### config.mk
export PLATFORM = sky130hd
export DESIGN_NAME = vrate_slot_gate
export DESIGN_NICKNAME = d
export VERILOG_FILES = /design/src/rtl/vrsg_pkg.sv /design/src/rtl/vrsg_tx_lane.sv /design/src/rtl/vrsg_rx_lane.sv /design/src/rtl/vrate_slot_gate.sv
export SDC_FILE = /design/constraint.sdc
export NUM_CORES = 1
export LEC_CHECK = 0
export BUFFER_PORTS_ARGS = -buffer_cell sky130_fd_sc_hd__buf_2
export CORE_UTILIZATION = 50
export DETAILED_ROUTE_END_ITERATION = 16
export PLACE_DENSITY = 0.83
export SKIP_CTS_REPAIR_TIMING = 1
export SLEW_MARGIN = 25
export SYNTH_ARGS = -nofsm -noshare
export SYNTH_HDL_FRONTEND = slang
export SYNTH_SLANG_ARGS = --single-unit
### constraint.sdc
create_clock -name clk -period 1.2 [get_ports clk]
set_input_delay 0.12 -clock clk [delete_from_list [all_inputs] [get_ports clk]]
set_output_delay 0.12 -clock clk [all_outputs]
set_load 0.01 [all_outputs]
### src/rtl/vrsg_pkg.sv
package vrsg_pkg;
  // A slot needs a sample either in fixed-rate operation or when requested.
  function automatic logic slot_needed(input logic ondemand, input logic req);
    return (!ondemand) | req;
  endfunction
endpackage

### src/rtl/vrsg_tx_lane.sv
module vrsg_tx_lane #(
  parameter int SAMPLE_W = 20
) (
  input  logic                clk,
  input  logic                rst_n,
  input  logic                frame_strobe,
  input  logic                ondemand_en,
  input  logic                req,
  input  logic                avail,
  input  logic [SAMPLE_W-1:0] fifo_word,
  output logic                pop,
  output logic                valid_q,
  output logic [SAMPLE_W-1:0] data_q,
  output logic                urun_q
);
  import vrsg_pkg::*;

  logic                need;
  logic                valid_d;
  logic                urun_d;
  logic [SAMPLE_W-1:0] data_d;

  always_comb begin
    need    = slot_needed(ondemand_en, req);
    pop     = frame_strobe & need & avail;
    valid_d = need;
    urun_d  = need & ~avail;
    data_d  = (need & avail) ? fifo_word : '0;
  end

  always_ff @(posedge clk or negedge rst_n) begin
    if (!rst_n) begin
      valid_q <= 1'b0;
      urun_q  <= 1'b0;
      data_q  <= '0;
    end else if (frame_strobe) begin
      valid_q <= valid_d;
      urun_q  <= urun_d;
      data_q  <= data_d;
    end
  end

  a_r6_pop_needs_avail: assert property (@(posedge clk) disable iff (!rst_n)
    pop |-> (avail && frame_strobe));
  a_r6_pop_word_sent: assert property (@(posedge clk) disable iff (!rst_n)
    pop |=> (valid_q && data_q == $past(fifo_word)));
  a_r5_underrun_is_valid: assert property (@(posedge clk) disable iff (!rst_n)
    urun_q |-> (valid_q && data_q == '0));
  a_r4_invalid_is_zero: assert property (@(posedge clk) disable iff (!rst_n)
    !valid_q |-> (data_q == '0 && !urun_q));
  a_r10_hold_between: assert property (@(posedge clk) disable iff (!rst_n)
    !frame_strobe |=> ($stable(valid_q) && $stable(data_q) && $stable(urun_q)));
endmodule

### src/rtl/vrsg_rx_lane.sv
module vrsg_rx_lane #(
  parameter int SAMPLE_W = 20
) (
  input  logic                clk,
  input  logic                rst_n,
  input  logic                rx_strobe,
  input  logic                tag,
  input  logic [SAMPLE_W-1:0] sample,
  output logic                push_q,
  output logic [SAMPLE_W-1:0] word_q
);
  logic take;

  always_comb take = rx_strobe & tag;

  always_ff @(posedge clk or negedge rst_n) begin
    if (!rst_n) push_q <= 1'b0;
    else        push_q <= take;
  end

  always_ff @(posedge clk or negedge rst_n) begin
    if (!rst_n)    word_q <= '0;
    else if (take) word_q <= sample;
  end

  a_r8_push_one_cycle: assert property (@(posedge clk) disable iff (!rst_n)
    push_q |=> (!push_q || $past(rx_strobe)));
  a_r8_untagged_keeps: assert property (@(posedge clk) disable iff (!rst_n)
    !(rx_strobe && tag) |=> (!push_q && $stable(word_q)));
endmodule

### src/rtl/vrate_slot_gate.sv
module vrate_slot_gate #(
  parameter int NUM_SLOTS = 2,
  parameter int SAMPLE_W  = 20,
  localparam int BUS_W    = NUM_SLOTS * SAMPLE_W
) (
  input  logic                 clk,
  input  logic                 rst_n,
  input  logic                 frame_strobe,
  input  logic                 ondemand_en,
  input  logic [NUM_SLOTS-1:0] slot_req,
  input  logic [NUM_SLOTS-1:0] tx_avail,
  input  logic [BUS_W-1:0]     tx_data,
  output logic [NUM_SLOTS-1:0] tx_pop,
  output logic [NUM_SLOTS-1:0] slot_valid,
  output logic [BUS_W-1:0]     slot_data,
  output logic [NUM_SLOTS-1:0] underrun,
  input  logic                 rx_strobe,
  input  logic [NUM_SLOTS-1:0] rx_tag,
  input  logic [BUS_W-1:0]     rx_data,
  output logic [NUM_SLOTS-1:0] rx_push,
  output logic [BUS_W-1:0]     rx_word
);
  for (genvar s = 0; s < NUM_SLOTS; s++) begin : g_slot
    vrsg_tx_lane #(.SAMPLE_W(SAMPLE_W)) u_tx (
      .clk          (clk),
      .rst_n        (rst_n),
      .frame_strobe (frame_strobe),
      .ondemand_en  (ondemand_en),
      .req          (slot_req[s]),
      .avail        (tx_avail[s]),
      .fifo_word    (tx_data[s*SAMPLE_W +: SAMPLE_W]),
      .pop          (tx_pop[s]),
      .valid_q      (slot_valid[s]),
      .data_q       (slot_data[s*SAMPLE_W +: SAMPLE_W]),
      .urun_q       (underrun[s])
    );

    vrsg_rx_lane #(.SAMPLE_W(SAMPLE_W)) u_rx (
      .clk       (clk),
      .rst_n     (rst_n),
      .rx_strobe (rx_strobe),
      .tag       (rx_tag[s]),
      .sample    (rx_data[s*SAMPLE_W +: SAMPLE_W]),
      .push_q    (rx_push[s]),
      .word_q    (rx_word[s*SAMPLE_W +: SAMPLE_W])
    );
  end

  // fixed-rate operation tags every slot on the frame after a strobe.
  a_r2_fixed_rate_all_valid: assert property (@(posedge clk) disable iff (!rst_n)
    (frame_strobe && !ondemand_en) |=> (slot_valid == '1));
  // an on-demand frame follows the request bits.
  a_r3_valid_follows_req: assert property (@(posedge clk) disable iff (!rst_n)
    (frame_strobe && ondemand_en) |=> (slot_valid == $past(slot_req)));
  // a pop happens only on a strobe.
  a_r4_pop_only_on_strobe: assert property (@(posedge clk) disable iff (!rst_n)
    !frame_strobe |-> (tx_pop == '0));
endmodule

## After elaboration in Yosys (flattened, before gate mapping)

Index checks and enable logic that the tools add are counted.

| storage, ports and cells | value |
|---|---|
| flip-flop bits (word level) | 86 |
| input bits | 91 |
| output and inout bits | 88 |
| logic and storage cells | 27 |

| operators by class | value |
|---|---|
| muxes and demuxes | 2 |
| bitwise logic cells | 14 |
| reductions and logical operators | 1 |

Operators by type and width:

| cell | number |
|---|---|
| two-way mux 20 bit | 2 |
| bitwise AND 1 bit | 10 |
| inverter 1 bit | 2 |
| bitwise OR 1 bit | 2 |
| logical NOT 1 bit | 1 |

## Logic depth before layout (Yosys ltp)

| depth | value |
|---|---|
| depth in word-level cells | 4 |
| gate-level depth with buffers | 5 |
| mapped depth without buffers | 2 |

## Hierarchy

A second synthesis with hierarchy kept.

| unflattened totals | value |
|---|---|
| cell total of the unflattened synthesis | 248 |
| area total of the unflattened synthesis | 3726.1 um^2 |

By module, submodules not included:

| module | instances | cells each | area an instance (um^2) | seq. area each (um^2) |
|---|---|---|---|---|
| vrsg_tx_lane | 2 | 79 | 1008.5 | 550.5 |
| vrsg_rx_lane | 2 | 45 | 854.6 | 525.5 |

## Worst setup path after synthesis

No wires, ideal clock.

| timing path | value |
|---|---|
| path type | input to output |
| from | input port frame_strobe |
| to | output port tx_pop[0] |
| data arrival time | 0.761 ns |
| data required time | 1.080 ns |
| path slack | 0.319 ns |
| stages on the path | 5 |
| buffers on the path | 4 |
| cells stage by stage | buf_6 -> buf_6 -> buf_6 -> and3_1 -> buf_4 |

| on the way | value |
|---|---|
| word-level cells in the longest chain between the ends | 2 |

Ends and longest elaborated chain:

| item | line | source |
|---|---|---|
| start, declared | vrate_slot_gate.sv:8 | `input logic frame_strobe,` |
| bitwise AND 1 bit (2 in a row) | vrsg_tx_lane.sv:25 | `pop = frame_strobe & need & avail;` |
| end, declared | vrate_slot_gate.sv:13 | `output logic [NUM_SLOTS-1:0] tx_pop,` |

Every way passes these cells.

## Final worst setup path

| timing path | value |
|---|---|
| from | register g_slot[0].u_rx.word_q[11] |
| to | output port rx_word[11] |

RTL lines:

| item | line | source |
|---|---|---|
| start, declared | vrsg_rx_lane.sv:10 | `output logic [SAMPLE_W-1:0] word_q` |
| start signal, assigned | vrsg_rx_lane.sv:23 | `else if (take) word_q <= sample;` |
| end, declared | vrate_slot_gate.sv:21 | `output logic [BUS_W-1:0] rx_word` |

No word-level cell between the ends.

==> results.md <==
Cells and area:
- The fraction of layout cells with a size suffix above 1 is 54.6%.
- The net count of the finished layout is 529.
- The area growth from synthesis to layout is 33.7%.
- The number of antenna cells inserted is 0.
- The share of the core filled with cells is 68.9%.

Power:
- The part of the power in combinational logic is 21.0%.
- In this run, the clock network consumes 28.3% of the power.
- The internal power consumption is 4940 µW.
- The relative contribution of sequential cells to total power is 50.6%.
- In this run switching power makes up 26.0% of total power.
- For this design the ratio of total power to cell area is 1340 mW/mm².
- In this run the power spent charging and discharging nets is 1740 µW.
- For this design the static power due to leakage is 0.00292 µW.
- The worst ir drop on vdd is 0.000678 V.

Global routing:
- The number of antenna violations at the first check in global routing is 0.
- The global routing usage summed across all routing layers is 20.3%.
- Entering global routing, the biggest net connects 87 pins.
- The number of global-route vias before repair came to 2536.
- The first-pass GRT wire length is 11900 µm.
- The total global routing overflow is 0.

Floorplan:
- The total core area is 0.00721 mm².
- The total I/O pin count is 179.
- The width of the die is 88.2 µm.
- Once the floorplan was initialized, standard cells occupied 51.5% of the core.
- The number of placement rows is 31.
- The die height is 88.2 µm.
- The die covers 0.00779 mm².

Timing:
- Setup violations remaining at the end of the flow were counted as 0.
- Timing would allow up to 988 MHz.
- The final number of hold-violating endpoints is 0.
- The worst-margin pin slew is 0.468 ns.
- The largest clock skew in the final design is 0 ns.
- Across all setup checks in the final design, the least slack found is 0.188 ns.
- The final critical path takes up 84.3% of the cycle.
- After layout, the minimum clock period comes to 1.01 ns.
- The worst hold slack after final layout is 0.00825 ns.
- Setup repair after global routing left no endpoint under its margin.
- The total count of max-transition violations in the final report is 0.
- Summed over all failing endpoints, the final setup total negative slack is 0 ns.
- In this run the tightest slew margin relative to its limit is 68.8%.

Synthesis:
- The synthesized netlist occupies a cell area of 0.00372 mm².
- The proportion of netlist area held by the largest area contributor is 57.9%.
- The number of distinct library cells after synthesis is 16.
- Summing the sequential cell areas from Yosys gives 57.9% of the chip area.
- Summed over all instances, the cell type with the most area after synthesis is sky130_fd_sc_hd__dfrtp_1.
- The post-synthesis instance total is 256.
- After synthesis the netlist holds a flip-flop and latch count of 86.
- By area the synthesized netlist is led by sky130_fd_sc_hd__dfrtp_1 (58%), sky130_fd_sc_hd__mux2_4 (15%), sky130_fd_sc_hd__a41o_1 (11%).
- The mean instance size in the synthesized netlist is 14.5 µm².
- Yosys printed 0 warnings.
- The number of nets in the synthesized netlist is 347.

Placed design:
- At the end of routability-driven placement, the weighted congestion stood at 0.757.
- Summed over all nets, the half-perimeter wirelength after detailed placement is 5740 µm.
- Input and output buffers added on the ports amount to 178.
- Before CTS, the worst setup slack after placement is 0.106 ns.

Critical path:
- The number of cells on the worst reg-to-reg path is 2.
- The longest individual stage delay on the worst path is 0.41 ns.
- The endpoint identified for the worst register-to-register timing path is g_slot[0].u_tx.data_q[8].
- STA puts the critical path data arrival time at 0.89 ns.
- The critical path depth in cells is 1.
- STA classifies the critical path startpoint as a flop.
- The critical path goes through buf_2.
- Together, buffers and inverters on the worst path number 1.
- The critical path's slowest cell is sky130_fd_sc_hd__dfrtp_1.
- The path type of the worst setup path is reg2out.
- The category of cells accounting for the largest share of critical-path delay is flip-flops.
- The endpoint of the worst setup timing path is rx_word[11].
- In this run the worst path has a maximum fanout of 2.
- Setup slack on the worst reg-to-reg path comes out at 0.36 ns.
- The element type at the critical path end is a primary output.
- The reg-to-reg startpoint is g_slot[0].u_tx.data_q[8].
- The timing startpoint of the critical path is g_slot[0].u_rx.word_q[11].
- At the worst endpoint, the required time is 1.08 ns.

Clock network:
- Clock tree synthesis inserted a total of 9 buffers.
- The clock-pin transition on the worst setup and hold timing paths is 0.08 ns.
- The clock reaches the later pin of the worst-skew pair after 0.34 ns.
- The H-tree depth reported by CTS is 3.
- The clock passes through at most 2 buffers.
- The CTS tree is yes.
- Counting every sink on the clock net gives 86.
- The cell sitting at the root of the clock tree is a sky130_fd_sc_hd__clkbuf_8.

Detailed routing:
- The remaining number of nets flagged by the antenna check after routing is 0.
- The detailed-router iteration count before antenna repair is 6.
- The detailed router finished its first iteration with 79 violations.
- The total number of vias is 2723.
- Summed over all layers, the routed wires come to 8240 µm.
- The mean number of vias per cell is 5.02.
- Dividing the detail-routed wire length by the instance count gives 15.2 µm.
- The remaining design rule violation count is 0.

Job:
- The count of maximum capacitance violations is 0.

Run status:
- The flow ran to the end, and the final reports show no timing, DRC or antenna violations.

Hold path:
- The worst hold path passes through 2 cells.
- The type of the worst min-delay path is in2reg.
cells in the final DEF, fill, tap and decap left out:
cell                              n
sky130_fd_sc_hd__buf_2          177
sky130_fd_sc_hd__dfrtp_1         86
sky130_fd_sc_hd__nor2b_1         42
sky130_fd_sc_hd__a41o_1          40
sky130_fd_sc_hd__mux2_4          38
sky130_fd_sc_hd__dlygate4sd3_1   14
sky130_fd_sc_hd__clkbuf_8         9
sky130_fd_sc_hd__buf_4            5
sky130_fd_sc_hd__buf_12           5
sky130_fd_sc_hd__inv_1            4
sky130_fd_sc_hd__nand2b_1         4
sky130_fd_sc_hd__clkbuf_1         3
sky130_fd_sc_hd__nand2_2          2
sky130_fd_sc_hd__and3_1           2
sky130_fd_sc_hd__o22ai_1          2
sky130_fd_sc_hd__nor2_1           2
sky130_fd_sc_hd__a21oi_1          2
sky130_fd_sc_hd__mux2_2           2
sky130_fd_sc_hd__clkinv_2         2
sky130_fd_sc_hd__bufinv_16        1
sky130_fd_sc_hd__clkinvlp_4       1
per-stage QoR:
step	instances	total power, µW	cell area (µm²)
detailed placement	512	4800	4650
global route	542	7000	4970
finish	542	6680	4970
floorplan	256	4190	3720
CTS	528	6710	4830
global placement	512	4760	4650
cells by family (layout without fill, tap and decap cells):
kind of cell	Yosys count	after routing	synth area share (%)
flops	86	86	57.9
simple gates	52	52	8.61
compound gates	44	44	11.4
buf+inv	34	221	6.19
mux	40	40	15.9
area by class of cell:
class,count,area (µm²)
Fill cell,533,2240
Sequential cell,86,2150
Multi-Input combinational cell,136,1340
Timing Repair Buffer,201,1160
Clock buffer,12,135
Tap cell,99,124
Clock inverter,4,47.5
Inverter,4,15.0
cell usage after synthesis:
cell / instances
sky130_fd_sc_hd__mux2_2: 2
sky130_fd_sc_hd__dfrtp_1: 86
sky130_fd_sc_hd__nand2_2: 2
sky130_fd_sc_hd__clkbuf_1: 4
sky130_fd_sc_hd__mux2_4: 38
sky130_fd_sc_hd__buf_6: 8
sky130_fd_sc_hd__nand2b_1: 4
sky130_fd_sc_hd__a21oi_1: 2
sky130_fd_sc_hd__buf_2: 10
sky130_fd_sc_hd__nor2_1: 2
sky130_fd_sc_hd__nor2b_1: 42
sky130_fd_sc_hd__o22ai_1: 2
sky130_fd_sc_hd__and3_1: 2
sky130_fd_sc_hd__buf_4: 8
sky130_fd_sc_hd__a41o_1: 40
sky130_fd_sc_hd__inv_1: 4
worst min-delay path by stage:
| stage | endpoint | from | slack, ns |
|---|---|---|---|
| 2_1_floorplan | g_slot[0].u_rx.push_q | rst_n | -0.18 |
| 3_3_place_gp | g_slot[1].u_tx.data_q[14] | rst_n | 0.19 |
| 3_5_place_dp | g_slot[1].u_tx.data_q[14] | rst_n | 0.19 |
| 4_1_cts | g_slot[1].u_tx.data_q[14] | rst_n | -0.19 |
| 5_1_grt | g_slot[1].u_rx.word_q[15] | rx_data[35] | -0.0002 |
| 6_report | g_slot[0].u_rx.word_q[4] | rx_data[4] | 0.008 |
power groups by stage:
stage	Combinational [µW]	Clock, µW	Sequential [µW]
6_report	1400	1890	3380
5_1_grt	1520	2050	3420
4_1_cts	1380	1950	3380
3_5_place_dp	1380	0	3420
3_3_place_gp	1340	0	3420
2_1_floorplan	628	0	3560
state kept, by name, summed over array words and instances, names as in the netlist:
signal	count
g_slot.u_rx.push_q	2
g_slot.u_rx.word_q	40
g_slot.u_tx.urun_q	2
g_slot.u_tx.data_q	40
g_slot.u_tx.valid_q	2
per-layer routing:
metal | vias to the layer above | global-route usage (%) | share of wire [%]
met5 | - | 0 | 0
met1 | 1299 | 24.8 | 42
met3 | 13 | 6.62 | 8.5
li1 | 1280 | - | -
met4 | 0 | 8.21 | 1.6
met2 | 131 | 33.5 | 48
Note: power is estimated with default switching activity, not from simulation.
